--- src/rtl/ptrig_pkg.sv ---
package ptrig_pkg;

    typedef enum logic [2:0] {
        MD_FREE    = 3'd0,
        MD_QUAD_A  = 3'd1,
        MD_QUAD_B  = 3'd2,
        MD_QUAD_C  = 3'd3,
        MD_RESTART = 3'd4,
        MD_GATE    = 3'd5,
        MD_START   = 3'd6,
        MD_EXTCLK  = 3'd7
    } par_mode_e;

    // Quadrature codes are not implemented here: they fold onto free running.
    function automatic par_mode_e fold_mode(input logic [2:0] raw);
        par_mode_e m;
        case (raw)
            3'd4:    m = MD_RESTART;
            3'd5:    m = MD_GATE;
            3'd6:    m = MD_START;
            3'd7:    m = MD_EXTCLK;
            default: m = MD_FREE;
        endcase
        return m;
    endfunction

endpackage

--- src/rtl/ptrig_sync.sv ---
module ptrig_sync #(
    parameter int STAGES = 2
) (
    input  logic clk,
    input  logic rst_n,
    input  logic async_in,
    output logic lvl,
    output logic rise
);
    localparam int DEPTH = STAGES + 1;

    logic [DEPTH-1:0] sh_d, sh_q;

    always_comb begin
        sh_d = {sh_q[DEPTH-2:0], async_in};
    end

    always_ff @(posedge clk or negedge rst_n) begin
        if (!rst_n) sh_q <= '0;
        else        sh_q <= sh_d;
    end

    assign lvl  = sh_q[STAGES-1];
    assign rise = sh_q[STAGES-1] & ~sh_q[STAGES];
endmodule

--- src/rtl/ptrig_tick_sel.sv ---
module ptrig_tick_sel
    import ptrig_pkg::*;
(
    input  logic       clk,
    input  logic       rst_n,
    input  logic       en,
    input  logic [2:0] mode_raw,
    input  logic       lvl,
    input  logic       rise,
    output logic       tick,
    output logic       reinit
);
    typedef struct packed {
        logic run;
    } sel_state_t;

    sel_state_t d, q;
    par_mode_e  md;

    assign md = fold_mode(mode_raw);

    always_comb begin
        d      = q;
        d.run  = 1'b0;
        tick   = 1'b0;
        reinit = 1'b0;
        case (md)
            MD_RESTART: begin
                tick   = en;
                reinit = en & rise;
            end
            MD_GATE: begin
                tick = en & lvl;
            end
            MD_START: begin
                d.run = en & (q.run | rise);
                tick  = en & q.run;
            end
            MD_EXTCLK: begin
                tick = en & rise;
            end
            default: begin
                tick = en;
            end
        endcase
    end

    always_ff @(posedge clk or negedge rst_n) begin
        if (!rst_n) q <= '0;
        else        q <= d;
    end
endmodule

--- src/rtl/ptrig_core.sv ---
module ptrig_core #(
    parameter int PSC_W = 16,
    parameter int CNT_W = 16,
    parameter int REP_W = 8
) (
    input  logic             clk,
    input  logic             rst_n,
    input  logic             tick,
    input  logic             reinit,
    input  logic [PSC_W-1:0] psc_pre,
    input  logic [CNT_W-1:0] arr_pre,
    input  logic [REP_W-1:0] rep_pre,
    output logic [CNT_W-1:0] cnt,
    output logic [CNT_W-1:0] arr_act,
    output logic             pulse
);
    localparam logic [PSC_W-1:0] PSC_ONE = PSC_W'(1);
    localparam logic [CNT_W-1:0] CNT_ONE = CNT_W'(1);
    localparam logic [REP_W-1:0] REP_ONE = REP_W'(1);

    typedef struct packed {
        logic [PSC_W-1:0] psc_cnt;
        logic [PSC_W-1:0] psc_sh;
        logic [CNT_W-1:0] cnt;
        logic [CNT_W-1:0] arr_sh;
        logic [REP_W-1:0] rep_cnt;
        logic             pulse;
    } core_state_t;

    core_state_t d, q;
    logic        upd;

    always_comb begin
        d       = q;
        d.pulse = 1'b0;
        upd     = 1'b0;
        if (reinit) begin
            d.psc_cnt = '0;
            d.cnt     = '0;
            upd       = 1'b1;
        end else if (tick) begin
            if (q.psc_cnt == q.psc_sh) begin
                d.psc_cnt = '0;
                if (q.cnt == q.arr_sh) begin
                    d.cnt = '0;
                    if (q.rep_cnt == '0) upd = 1'b1;
                    else                 d.rep_cnt = q.rep_cnt - REP_ONE;
                end else begin
                    d.cnt = q.cnt + CNT_ONE;
                end
            end else begin
                d.psc_cnt = q.psc_cnt + PSC_ONE;
            end
        end
        if (upd) begin
            d.psc_sh  = psc_pre;
            d.arr_sh  = arr_pre;
            d.rep_cnt = rep_pre;
            d.pulse   = 1'b1;
        end
    end

    always_ff @(posedge clk or negedge rst_n) begin
        if (!rst_n) q <= '0;
        else        q <= d;
    end

    assign cnt     = q.cnt;
    assign arr_act = q.arr_sh;
    assign pulse   = q.pulse;
endmodule

--- src/rtl/ptrig_timer.sv ---
module ptrig_timer #(
    parameter int PSC_W       = 16,
    parameter int CNT_W       = 16,
    parameter int REP_W       = 8,
    parameter int SYNC_STAGES = 2
) (
    input  logic             clk,
    input  logic             rst_n,
    input  logic             en,
    input  logic             par_trig,
    input  logic [2:0]       mode,
    input  logic [PSC_W-1:0] psc_pre,
    input  logic [CNT_W-1:0] arr_pre,
    input  logic [REP_W-1:0] rep_pre,
    output logic [CNT_W-1:0] count,
    output logic             trig_out
);
    logic             par_lvl, par_rise;
    logic             tick, reinit;
    logic [CNT_W-1:0] arr_act;

    ptrig_sync #(.STAGES(SYNC_STAGES)) u_sync (
        .clk      (clk),
        .rst_n    (rst_n),
        .async_in (par_trig),
        .lvl      (par_lvl),
        .rise     (par_rise)
    );

    ptrig_tick_sel u_sel (
        .clk      (clk),
        .rst_n    (rst_n),
        .en       (en),
        .mode_raw (mode),
        .lvl      (par_lvl),
        .rise     (par_rise),
        .tick     (tick),
        .reinit   (reinit)
    );

    ptrig_core #(.PSC_W(PSC_W), .CNT_W(CNT_W), .REP_W(REP_W)) u_core (
        .clk     (clk),
        .rst_n   (rst_n),
        .tick    (tick),
        .reinit  (reinit),
        .psc_pre (psc_pre),
        .arr_pre (arr_pre),
        .rep_pre (rep_pre),
        .cnt     (count),
        .arr_act (arr_act),
        .pulse   (trig_out)
    );
endmodule

--- config.mk ---
export PLATFORM = sky130hd
export DESIGN_NAME = ptrig_timer
export DESIGN_NICKNAME = d
export VERILOG_FILES = /design/src/rtl/ptrig_pkg.sv /design/src/rtl/ptrig_sync.sv /design/src/rtl/ptrig_tick_sel.sv /design/src/rtl/ptrig_core.sv /design/src/rtl/ptrig_timer.sv
export SDC_FILE = /design/constraint.sdc
export NUM_CORES = 1
export LEC_CHECK = 0
export ABC_AREA = 1
export CAP_MARGIN = 40
export CORE_ASPECT_RATIO = 1.25
export CORE_MARGIN = 8
export CORE_UTILIZATION = 50
export DETAILED_ROUTE_END_ITERATION = 10
export GPL_TIMING_DRIVEN = 0
export PLACE_DENSITY = 0.87
export SYNTH_ARGS = -nofsm -noshare
export SYNTH_HDL_FRONTEND = slang
export SYNTH_SLANG_ARGS = --single-unit
--- constraint.sdc ---
create_clock -name clk -period 2.1 [get_ports clk]
set_clock_uncertainty 0.15 [all_clocks]
set_input_delay 0.315 -clock clk [delete_from_list [all_inputs] [get_ports clk]]
set_output_delay 0.315 -clock clk [all_outputs]
set_load 0.01 [all_outputs]
==> reports/metrics.cfg <==
[layout]
final_nets = 759
area_growth_pct = 36.8
finalNonFillerCells = 835
drive_gt1_frac = 0.288
antenna_cells = 0
num-fill-cells = 638

[logic_synthesis]
netlist_top_cells_count = nand2_1 (173), inv_1 (79), dfrtp_1 (77)
synth_edf_count = 0
postSynthAreaPerCell_um2 = 7.65
syn_area_um2 = 4660
synth.area.top_cells = dfrtp_1 (41%), nand2_1 (14%), inv_1 (6.4%)
yosys.area.top_type = dfrtp_1
async_flop_share = 1.00
yosysMostFrequentCell = nand2_1
ys_seq_area_frac = 0.414
ys_seq_elements = 77
synth_nets = 659
synthCells = 609
ys_warn_count = 0
synthDominantCellAreaShare = 0.414
synthFlopType = dfrtp_1
synth.distinct_cells = 35

[clock_tree]
clk_latency_ns = 0.34
cts_buffers = 9
cts.htree.levels = 3
root_buffer = clkbuf_16
cts_tree = built
cts.clk_slew.worst_paths_ns = 0.06
ctsLongestPathBuffers = 2
clock_sinks = 77

[worst_hold_path]
hold_class = reg -> reg

[placed_design]
routabilityCongestion = 0.939
pre_cts_slack_ns = -0.409
dpl.cell_count = 796
place_hpwl_mm = 8.50
io_buffers = 63

[sta]
hold_slack_ns = 0.204
tightest_slew_ns = 0.466
max_slew_margin = 0.690
period_share = 1.09
rsz0062_at_grt = yes
setup-violations-final = 56
layout_setup_ws_ns = -0.192
finalSetupTns_ns = -6.37
finalCriticalPeriod_ns = 2.29
slew_violations = 0
hold_violations = 0
fmax_ghz = 0.436

[pwr]
clkPwrFrac = 0.325
leakage_nw = 3.06
internal-power_mw = 3.71
power.switching_mw = 1.80
ir_drop_mv = 0.564
p_per_area_nw_per_um2 = 865
p_comb_frac = 0.290
switching_share = 0.326
pwr-share-seq = 0.385
finalPower_mw = 5.51

[critical_path]
cp_max_fo = 6
crit_path_start_kind = flip-flop
crit_type = reg -> reg
worstPathArrival_ns = 2.40
critPathCaptureType = flip-flop
cp.required_ns = 2.21

[routing]
wl_per_cell_um = 16.8
drt_iter0_markers = 337
firstDrtPassIters = 5
vias_per_cell = 5.40
drc = 0
postRouteAntennaNets = 0
wirelength_mm = 14.0
num_vias = 4510

[global_route]
grt_max_degree = 60
gr-usage-met3 = 0.0414
grt_pass1_wl_mm = 20.6
overflow = 0
grt.busiest_layer = met2
use_met2 = 0.368
antenna_found_initial = 0
grt_util_all_layers = 0.207
met1_usage = 0.226
grt_pass1_vias = 4470

[status]
outcome = finished, violations left
violations = setup timing

[floorplanning]
fp.dieArea_um2 = 12700
boundaryPins = 64
fp.dieW_um = 102
rows = 39
coreArea_um2 = 9130
fp.dieH_um = 124
initial_core_util = 0.510

[run]
maxCapViolCount = 0

==> flip-flops by register name (all words and copies together), names as in the netlist <==
| signal | cells |
|---|---|
| u_core.pulse | 1 |
| u_core.q | 40 |
| u_sync.sh_q | 3 |
| u_core.arr_act | 16 |
| u_sel.q | 1 |
| u_core.cnt | 16 |
==> area by class of cell <==
class	instances	area, um^2	area share
plain buffers	30	327	0.0513
clock buffers	10	239	0.0375
clock inverters	4	97.6	0.0153
inverters	89	342	0.0536
multi-input cells	414	2330	0.366
flip-flops and latches	77	1940	0.304
well taps	123	154	0.0242
repair buffers	88	943	0.148
==> worst max-delay path, stage by stage (launching register included) <==
cell and delay, ns:
dfrtp_1 0.39, inv_2 0.09, ha_4 0.14, inv_2 0.04
nor2_4 0.10, nand3_2 0.10, or2_4 0.26, nor2_4 0.12
inv_2 0.05, nor2_4 0.11, nand3_4 0.13, nand2_8 0.16
buf_12 0.13, buf_12 0.13, nand2_4 0.05, o21ai_2 0.06
==> final timing paths <==
check	start	end	slack, ns	depth (start not counted)
worst max-delay path	u_core.q[1]	u_core.arr_act[10]	-0.19	15
worst min-delay path	u_sync.sh_q[0]	u_sync.sh_q[1]	0.20	0
worst max register to register	u_core.q[1]	u_core.arr_act[10]	-0.19	15
worst min register to register	u_sync.sh_q[0]	u_sync.sh_q[1]	0.20	0
max in group asynchronous	rst_n	u_core.cnt[4]	0.96	3
min in group asynchronous	rst_n	u_core.cnt[1]	0.25	2
==> layer usage <==
layer / routed length [um] / part of all wire
met4: 693 / 0.049
met3: 1050 / 0.075
met1: 4980 / 0.36
met5: 0 / 0
met2: 7290 / 0.52
==> cell families (layout without fill, tap and decap cells) <==
group	Yosys count	in the layout	synth area share
adders and majority gates	3	3	0.00806
AOI/OAI and AO/OA	89	89	0.123
buffers and inverters	119	221	0.133
DFF	77	77	0.414
and+or+nand+nor	311	312	0.304
xor gates and xnor gates	10	10	0.0188
==> through the flow <==
stage	utilization	area, um^2
floorplan	-	4660
global placement	0.596	5440
detailed placement	0.599	5470
CTS	0.667	6090
global route	0.698	6370
finish	0.698	6370
==> cells in the final DEF (no fill, tap or decap), drive strengths merged <==
master	count
or2	1
o21a	2
nor2	56
xor2	6
dlygate4sd3	1
clkdlybuf4s50	61
nor4	2
dfrtp	77
nor3	8
nand3	21
inv	89
o21ai	54
xnor2	4
bufinv	3
ha	3
nand4	12
nand3b	2
clkinvlp	1
buf	51
a22oi	1
a21oi	31
nand2	210
clkbuf	14
dlymetal6s2s	1
o22ai	1
==> power groups by stage <==
stage,clock [mW],sequential [mW],combinational [mW]
floorplan,0,2.02,0.988
finish,1.79,2.12,1.60
detailed placement,0,2.10,1.41
CTS,1.79,2.08,1.46
global route,1.85,2.16,1.77
global placement,0,2.08,1.35
==> timing repair <==
item,4_1_cts,5_1_grt
buffers inserted,9,11
gates cloned,3,2
setup endpoints to repair,53,70
pin swaps,3,9
gates resized for setup,28,62
hold buffers,1,0
endpoints found under the hold margin,18,0
(Power assumes the default switching activity.)
